[src/rtl/xfc_pkg.sv]
package xfc_pkg;
  localparam int unsigned N_CODES = 4;
  // code slot order inside the packed code vector
  localparam int unsigned C_ON1  = 0;
  localparam int unsigned C_ON2  = 1;
  localparam int unsigned C_OFF1 = 2;
  localparam int unsigned C_OFF2 = 3;

  typedef enum logic [1:0] {
    SEQ_IDLE = 2'd0,
    SEQ_ON1  = 2'd1,
    SEQ_OFF1 = 2'd2
  } seq_e;
endpackage

[src/rtl/xfc_code_match.sv]
module xfc_code_match
  import xfc_pkg::*;
#(
  parameter int unsigned W = 8
) (
  input  logic [W-1:0]              data_i,
  input  logic [N_CODES-1:0][W-1:0] codes_i,
  output logic [N_CODES-1:0]        hit_o
);
  for (genvar g = 0; g < N_CODES; g++) begin : g_cmp
    assign hit_o[g] = (data_i == codes_i[g]);
  end
endmodule

[src/rtl/xfc_seq.sv]
module xfc_seq
  import xfc_pkg::*;
#(
  parameter int unsigned W = 8
) (
  input  logic               clk_i,
  input  logic               rst_ni,
  input  logic               fc_en_i,
  input  logic               dbl_mode_i,
  input  logic               xon_any_i,
  input  logic               rx_valid_i,
  input  logic [W-1:0]       rx_data_i,
  input  logic [N_CODES-1:0] hit_i,
  output logic               halt_nxt_o,
  output logic               wr_o,
  output logic [W-1:0]       data_o,
  output logic               irq_o
);
  seq_e         seq_q, seq_d;
  logic [W-1:0] held_q, held_d;
  logic         halt_q, halt_d;
  logic         pend_vld_q, pend_vld_d;
  logic [W-1:0] pend_q, pend_d;
  logic         wr_d, irq_d;
  logic [W-1:0] data_d;

  always_comb begin
    seq_d      = seq_q;
    held_d     = held_q;
    halt_d     = halt_q;
    pend_vld_d = 1'b0;
    pend_d     = pend_q;
    wr_d       = pend_vld_q;   // second half of a cancelled pair
    data_d     = pend_q;
    irq_d      = 1'b0;
    if (!fc_en_i) begin
      seq_d  = SEQ_IDLE;
      halt_d = 1'b0;
      if (rx_valid_i) begin
        wr_d   = 1'b1;
        data_d = rx_data_i;
      end
    end else if (rx_valid_i) begin
      if (xon_any_i && halt_q && seq_q == SEQ_IDLE) begin
        halt_d = 1'b0;
        if (!hit_i[C_ON1]) begin
          wr_d   = 1'b1;
          data_d = rx_data_i;
        end
      end else if (!dbl_mode_i) begin
        seq_d = SEQ_IDLE;
        if (hit_i[C_OFF1]) begin
          halt_d = 1'b1;
          irq_d  = 1'b1;
        end else if (hit_i[C_ON1]) begin
          halt_d = 1'b0;
        end else begin
          wr_d   = 1'b1;
          data_d = rx_data_i;
        end
      end else begin
        unique case (seq_q)
          SEQ_IDLE: begin
            held_d = rx_data_i;
            if (hit_i[C_OFF1])     seq_d = SEQ_OFF1;
            else if (hit_i[C_ON1]) seq_d = SEQ_ON1;
            else begin
              wr_d   = 1'b1;
              data_d = rx_data_i;
            end
          end
          SEQ_OFF1, SEQ_ON1: begin
            seq_d = SEQ_IDLE;
            if (seq_q == SEQ_OFF1 && hit_i[C_OFF2]) begin
              halt_d = 1'b1;
              irq_d  = 1'b1;
            end else if (seq_q == SEQ_ON1 && hit_i[C_ON2]) begin
              halt_d = 1'b0;
            end else begin
              wr_d       = 1'b1;
              data_d     = held_q;
              pend_vld_d = 1'b1;
              pend_d     = rx_data_i;
            end
          end
          default: seq_d = SEQ_IDLE;
        endcase
      end
    end
  end

  always_ff @(posedge clk_i or negedge rst_ni) begin
    if (!rst_ni) begin
      seq_q      <= SEQ_IDLE;
      held_q     <= '0;
      halt_q     <= 1'b0;
      pend_vld_q <= 1'b0;
      pend_q     <= '0;
      wr_o       <= 1'b0;
      data_o     <= '0;
      irq_o      <= 1'b0;
    end else begin
      seq_q      <= seq_d;
      held_q     <= held_d;
      halt_q     <= halt_d;
      pend_vld_q <= pend_vld_d;
      pend_q     <= pend_d;
      wr_o       <= wr_d;
      data_o     <= data_d;
      irq_o      <= irq_d;
    end
  end

  assign halt_nxt_o = halt_d;
endmodule

[src/rtl/xfc_tx_gate.sv]
module xfc_tx_gate (
  input  logic clk_i,
  input  logic rst_ni,
  input  logic halt_nxt_i,
  input  logic tx_boundary_i,
  output logic tx_halt_o
);
  // rise only between characters, fall at once
  always_ff @(posedge clk_i or negedge rst_ni) begin
    if (!rst_ni) tx_halt_o <= 1'b0;
    else         tx_halt_o <= halt_nxt_i & (tx_halt_o | tx_boundary_i);
  end
endmodule

[src/rtl/xfc_rx_flow.sv]
module xfc_rx_flow
  import xfc_pkg::*;
#(
  parameter int unsigned W = 8
) (
  input  logic         clk_i,
  input  logic         rst_ni,
  input  logic         fc_en_i,
  input  logic         dbl_mode_i,
  input  logic         xon_any_i,
  input  logic [W-1:0] xon1_i,
  input  logic [W-1:0] xon2_i,
  input  logic [W-1:0] xoff1_i,
  input  logic [W-1:0] xoff2_i,
  input  logic         rx_valid_i,
  input  logic [W-1:0] rx_data_i,
  input  logic         tx_boundary_i,
  output logic         tx_halt_o,
  output logic         fifo_wr_o,
  output logic [W-1:0] fifo_data_o,
  output logic         xoff_irq_o
);
  logic [N_CODES-1:0][W-1:0] codes;
  logic [N_CODES-1:0]        hit;
  logic                      halt_nxt;

  assign codes[C_ON1]  = xon1_i;
  assign codes[C_ON2]  = xon2_i;
  assign codes[C_OFF1] = xoff1_i;
  assign codes[C_OFF2] = xoff2_i;

  xfc_code_match #(.W(W)) u_match (
    .data_i (rx_data_i),
    .codes_i(codes),
    .hit_o  (hit)
  );

  xfc_seq #(.W(W)) u_seq (
    .clk_i     (clk_i),
    .rst_ni    (rst_ni),
    .fc_en_i   (fc_en_i),
    .dbl_mode_i(dbl_mode_i),
    .xon_any_i (xon_any_i),
    .rx_valid_i(rx_valid_i),
    .rx_data_i (rx_data_i),
    .hit_i     (hit),
    .halt_nxt_o(halt_nxt),
    .wr_o      (fifo_wr_o),
    .data_o    (fifo_data_o),
    .irq_o     (xoff_irq_o)
  );

  xfc_tx_gate u_gate (
    .clk_i        (clk_i),
    .rst_ni       (rst_ni),
    .halt_nxt_i   (halt_nxt),
    .tx_boundary_i(tx_boundary_i),
    .tx_halt_o    (tx_halt_o)
  );
endmodule

[config.mk]
export PLATFORM = sky130hd
export DESIGN_NAME = xfc_rx_flow
export DESIGN_NICKNAME = d
export VERILOG_FILES = /design/src/rtl/xfc_pkg.sv /design/src/rtl/xfc_code_match.sv /design/src/rtl/xfc_seq.sv /design/src/rtl/xfc_tx_gate.sv /design/src/rtl/xfc_rx_flow.sv
export SDC_FILE = /design/constraint.sdc
export NUM_CORES = 1
export LEC_CHECK = 0
export ABC_AREA = 1
export BUFFER_PORTS_ARGS = -buffer_cell sky130_fd_sc_hd__buf_2
export CAP_MARGIN = 20
export CORE_MARGIN = 2
export CORE_UTILIZATION = 40
export CTS_CLUSTER_SIZE = 12
export DETAILED_ROUTE_END_ITERATION = 6
export PLACE_DENSITY = 0.67
export SYNTH_ARGS = -nofsm -noshare
export SYNTH_HDL_FRONTEND = slang
export SYNTH_SLANG_ARGS = --single-unit
[constraint.sdc]
create_clock -name clk_i -period 2.5 [get_ports clk_i]
set_input_delay 0.5 -clock clk_i [delete_from_list [all_inputs] [get_ports clk_i]]
set_output_delay 0.5 -clock clk_i [all_outputs]
set_load 0.05 [all_outputs]
Word level (Yosys, flattened, before mapping) --
Index checks and enable logic that the tools add are counted.
Storage, ports and cells: flip-flop bits (word level) 31, bits of input ports 47, output and inout bits 11, word-level logic and storage cells 82
Cells by class: equal/unequal tests 9, multiplexer cells 50, bitwise logic cells 5, reduce and logical (&&, ||, !) cells 9
Operator list (count):
- 8-bit two-way mux | 9
- 8-bit equality test | 4
- 1-bit two-way mux | 32
- 8-bit case mux with 2 select lines | 1
- 2-bit two-way mux | 7
- 7-bit AND reduction | 1
- 5-bit by 4-bit inequality test with 1-bit output, second input constant | 1
- 5-bit AND reduction | 1
- 1-bit logical AND | 4
- 1-bit inverter | 3
- 3-bit AND reduction | 1
- 2-bit by 1-bit equality test with 1-bit output, second input constant | 1
- 2-bit equality test, second input constant | 1
- 2-bit logical NOT | 1
- 2-bit by 1-bit inequality test with 1-bit output, second input constant | 1
- 2-bit inequality test, second input constant | 1
- 1-bit case mux with 2 select lines | 1
- 2-bit OR reduction | 1
- 1-bit bitwise AND | 1
- 1-bit bitwise OR | 1

Depth between registers and ports, before layout --
depth in word-level cells 10, depth in mapped cells 16, gate-level depth less buffers 15

Cells and area by module --
A second synthesis with hierarchy kept.
Unflattened totals: cell total of the unflattened synthesis 469, area total of the unflattened synthesis 2605.0 um2
Modules (own cells, without submodules):
- xfc_seq | instances 1, cells an instance 301, area an instance 1953.1 um2, seq. area each 750.7 um2
- xfc_code_match | instances 1, cells an instance 164, area an instance 615.6 um2, seq. area each 0.0 um2
- xfc_tx_gate | instances 1, cells an instance 4, area an instance 36.3 um2, seq. area each 25.0 um2

Worst setup path after synthesis --
OpenSTA, ideal clock, no wires.
path type register -> register, start register u_seq.seq_q[0], end register u_seq.held_q[6], setup time 0.127 ns, data arrival time 1.687 ns, required time 2.373 ns, slack 0.686 ns, stages on the path, launching flop included 10, path buffers 1, clock period less this slack 1.814 ns, cells stage by stage dfrtp_1 inv_1 ha_1 nand3_2 nand2_1 nor2_1 nand2_1 clkbuf_2 nand2_1 o21ai_0
Between the ends: word-level cells in the longest chain between the ends 4
RTL lines:
- start, declared | line xfc_seq.sv:19 | seq_e seq_q, seq_d;
- start signal, assigned | line xfc_seq.sv:103 | seq_q <= seq_d;
- 2-bit logical NOT (*) | line xfc_seq.sv:44, xfc_seq.sv:62
- 1-bit logical AND | line xfc_seq.sv:44 | if (xon_any_i && halt_q && seq_q == SEQ_IDLE) begin
- 1-bit inverter (no line)
- 5-bit AND reduction (no line) (*)
- end signal, assigned | line xfc_seq.sv:104 | held_q <= held_d;
- end, declared | line xfc_seq.sv:20 | logic [W-1:0] held_q, held_d;
Mark *: on every way between the ends. The rest lies on a longest branch, timed or not. A chain may end at the register's enable or synchronous reset.

Worst setup path after layout --
start register u_seq.seq_q[0], end register u_seq.held_q[5]
The elaborated chain is that of the path after synthesis.

==> flow_metrics.tcl <==
set metrics [dict create \
    finalSetupTns_ns 0 \
    via_per_inst 5.20 \
    grtUsageTotal 0.224 \
    fp.coreArea_mm2 0.00672 \
    cts_tree "yes" \
    crit_chain "inv_1 > ha_1 > nand3_2 > nand2_1 > nor2_1 > nand2_1 > o21ai_0" \
    peakVddDrop_mv 0.208 \
    setup_violations 0 \
    pin_count 58 \
    cp_data_arrival_time_ns 2.25 \
    setup.worst_path.class "reg2reg" \
    die_y_um 86.7 \
    num_rows 30 \
    grt_max_degree 32 \
    dr.pass1.iters 4 \
    seq_area_frac_synth 0.284 \
    ant_nets 0 \
    period_share 0.820 \
    synth_nets 470 \
    critical_path.reg2reg.startpoint "u_seq.seq_q[0]" \
    vias 2866 \
    clock_latency_ns 0.30 \
    power_mw 1.83 \
    synth-xor-area-share 0.0508 \
    fill_cells 700 \
    finalCriticalPeriod_ns 2.05 \
    antenna_cells 0 \
    grt_pass1_vias 2768 \
    synth-compound-area-share 0.166 \
    wl_um 7910 \
    p_clk_frac 0.295 \
    synth_mux_area_frac 0 \
    power_frac_comb 0.341 \
    synthSimpleGateAreaFrac 0.349 \
    start_util 0.407 \
    max_stage_delay_ns 0.42 \
    critPathLaunchType "register" \
    netlist_instances 419 \
    cts_resized 0 \
    hold_viol_final 0 \
    drt-initial-drc-count 226 \
    reg2reg_to "u_seq.held_q[5]" \
    route.detailed.drc 0 \
    synth_top_family_by_area "simple AND/OR/NAND/NOR gates" \
    synthToLayoutAreaGrowth_pct 14.9 \
    synthAdderAreaFrac 0.0183 \
    max-slew-margin-rel 0.506 \
    p_per_area_mw_per_mm2 583 \
    hp-class "in2async" \
    post-dp-hpwl_um 5740 \
    p_sw_frac 0.380 \
    r2r_slack_ns 0.45 \
    grt_pass1_wl_um 13200 \
    yosysWarnings 0 \
    fmax_ghz 0.488 \
    die_w_um 86.7 \
    slew_violations 0 \
    syn_area_per_cell_um2 6.52 \
    status "completed" \
    worstPathMaxFanout 17 \
    cap_violations 0 \
    p_int_mw 1.14 \
    timing.critical_path.to_type "register" \
    slowest_stage "nand2_1" \
    die-area_mm2 0.00751 \
    worstMarginPinSlew_ns 0.741 \
    pwr-share-seq 0.364 \
    fin_nets 521 \
    rsz0062_at_grt "false" \
    path_common_cell "nand2_1" \
    antenna_found_initial 0 \
    reg2reg_depth 7 \
    syn_area_mm2 0.00273 \
    wire_per_inst_um 14.3 \
    ctsRootBufferMaster "clkbuf_8" \
    final.setup_skew_ns 0.0141 \
    ys_seq_elements 31 \
    ctsLongestPathBuffers 2 \
    routabilityCongestion 0.911 \
    cts_htree_levels 2 \
    required_ns 2.70 \
    portBuffers 57 \
    cts_setup_buffers 0 \
    clkSlewWorstSetupHoldPaths_ns 0.08 \
    clock_sinks 31 \
    p_leak_nw 1.72 \
    globalRouteOverflowTotal 0 \
    holdBufCountCts 0 \
    switchingPower_mw 0.695 \
    cts_inserted_buffers 5 \
    synth.distinct_cells 35 \
    layout-drive-gt1-share 0.221 \
]
[Yosys cell counts, drive strengths merged]
cell type | count | area share
nand2 | 128 | 0.19
o21bai | 1 | 0.0027
a21oi | 34 | 0.065
xor2 | 2 | 0.0064
nor3 | 1 | 0.0037
xnor2 | 13 | 0.044
inv | 59 | 0.081
clkinv | 4 | 0.0055
o2111ai | 1 | 0.0032
nand3 | 52 | 0.11
ha | 4 | 0.018
nand3b | 1 | 0.0027
buf | 12 | 0.038
dfrtp | 31 | 0.28
clkbuf | 5 | 0.0073
nand4 | 2 | 0.0046
nor2 | 25 | 0.043
o21ai | 42 | 0.089
o31ai | 2 | 0.0055
[how the worst max path moves through the flow]
stage,from,endpoint,slack (ns),cells after the start
2_1_floorplan,u_seq.seq_q[0],u_seq.held_q[6],0.69,9
3_3_place_gp,rx_data_i[5],u_seq.data_o[2],0.24,15
3_5_place_dp,rx_data_i[5],u_seq.data_o[2],0.24,15
4_1_cts,u_seq.seq_q[0],u_seq.held_q[5],0.45,7
5_1_grt,u_seq.seq_q[0],u_seq.data_o[6],0.28,13
6_report,u_seq.seq_q[0],u_seq.held_q[5],0.45,7
[per-layer routing]
layer  part of all wire  vias to the layer above  track usage
met3              0.061                       23       0.0276
li1                   -                     1431            -
met4              0.034                        0        0.105
met5                  0                        -            0
met2               0.46                      117        0.367
met1               0.45                     1295        0.293
[cells in the final DEF (no fill, tap or decap), types with 2 or more instances in the layout]
cell type / count
nand2_1: 123
buf_2: 57
inv_1: 52
nand3_1: 49
a21oi_1: 32
dfrtp_1: 31
o21ai_0: 29
nor2_1: 18
xnor2_1: 12
o21ai_2: 9
inv_2: 7
nor2_2: 6
clkbuf_8: 6
clkinv_1: 4
o21ai_1: 4
ha_1: 4
buf_4: 4
xor2_1: 2
nand3_4: 2
nand2_4: 2
nand4_1: 2
nand2_2: 2
a21oi_2: 2
o31ai_1: 2
[state kept, by name, indices dropped and copies added, names as in the netlist]
| register | count |
|---|---|
| u_seq.irq_o | 1 |
| u_seq.pend_q | 8 |
| u_seq.seq_q | 2 |
| u_seq.halt_q | 1 |
| u_gate.tx_halt_o | 1 |
| u_seq.held_q | 8 |
| u_seq.pend_vld_q | 1 |
| u_seq.wr_o | 1 |
| u_seq.data_o | 8 |
[per-stage QoR]
step | hold slack (ns) | util | area (um^2) | worst slack, ns | std cells
2_1_floorplan | 0.204 | - | 2730 | 0.686 | 419
3_3_place_gp | 0.467 | 0.450 | 3020 | 0.243 | 543
3_5_place_dp | 0.475 | 0.450 | 3020 | 0.236 | 543
4_1_cts | 0.304 | 0.467 | 3140 | 0.454 | 551
5_1_grt | 0.334 | 0.467 | 3140 | 0.282 | 551
6_report | 0.263 | 0.467 | 3140 | 0.450 | 551
[kinds of logic after synthesis]
logic type / count (synthesis)
flip-flops: 31
XOR/XNOR: 15
buffers and inverters: 80
AO/OA/AOI/OAI: 80
adder cells (fa/ha/maj): 4
AND/OR/NAND/NOR: 209
[worst max-delay path: cells and delay by family (launching register included)]
family	cells	cell delay [ns]
flops	1	0.41
buf+inv	1	0.08
simple gates	4	0.94
fa+ha+maj	1	0.23
compound gates	1	0.30
[final cells by class]
| type | instances | area, um^2 | share of cell area |
|---|---|---|---|
| sequential | 31 | 776 | 0.247 |
| tap | 80 | 100 | 0.0319 |
| multi-input combinational | 308 | 1600 | 0.508 |
| timing repair buffer | 61 | 315 | 0.100 |
| clock inverter | 2 | 35.0 | 0.0112 |
| clock buffer | 6 | 82.6 | 0.0263 |
| inverter | 63 | 236 | 0.0753 |
[power groups by stage]
stage          logic, mW  clock network, mW  registers [mW]
6_report           0.624              0.541           0.665
5_1_grt            0.703              0.562           0.677
4_1_cts            0.627              0.540           0.663
3_5_place_dp       0.625                  0           0.672
3_3_place_gp       0.616                  0           0.670
2_1_floorplan      0.379                  0           0.735
(Power assumes the default switching activity.)
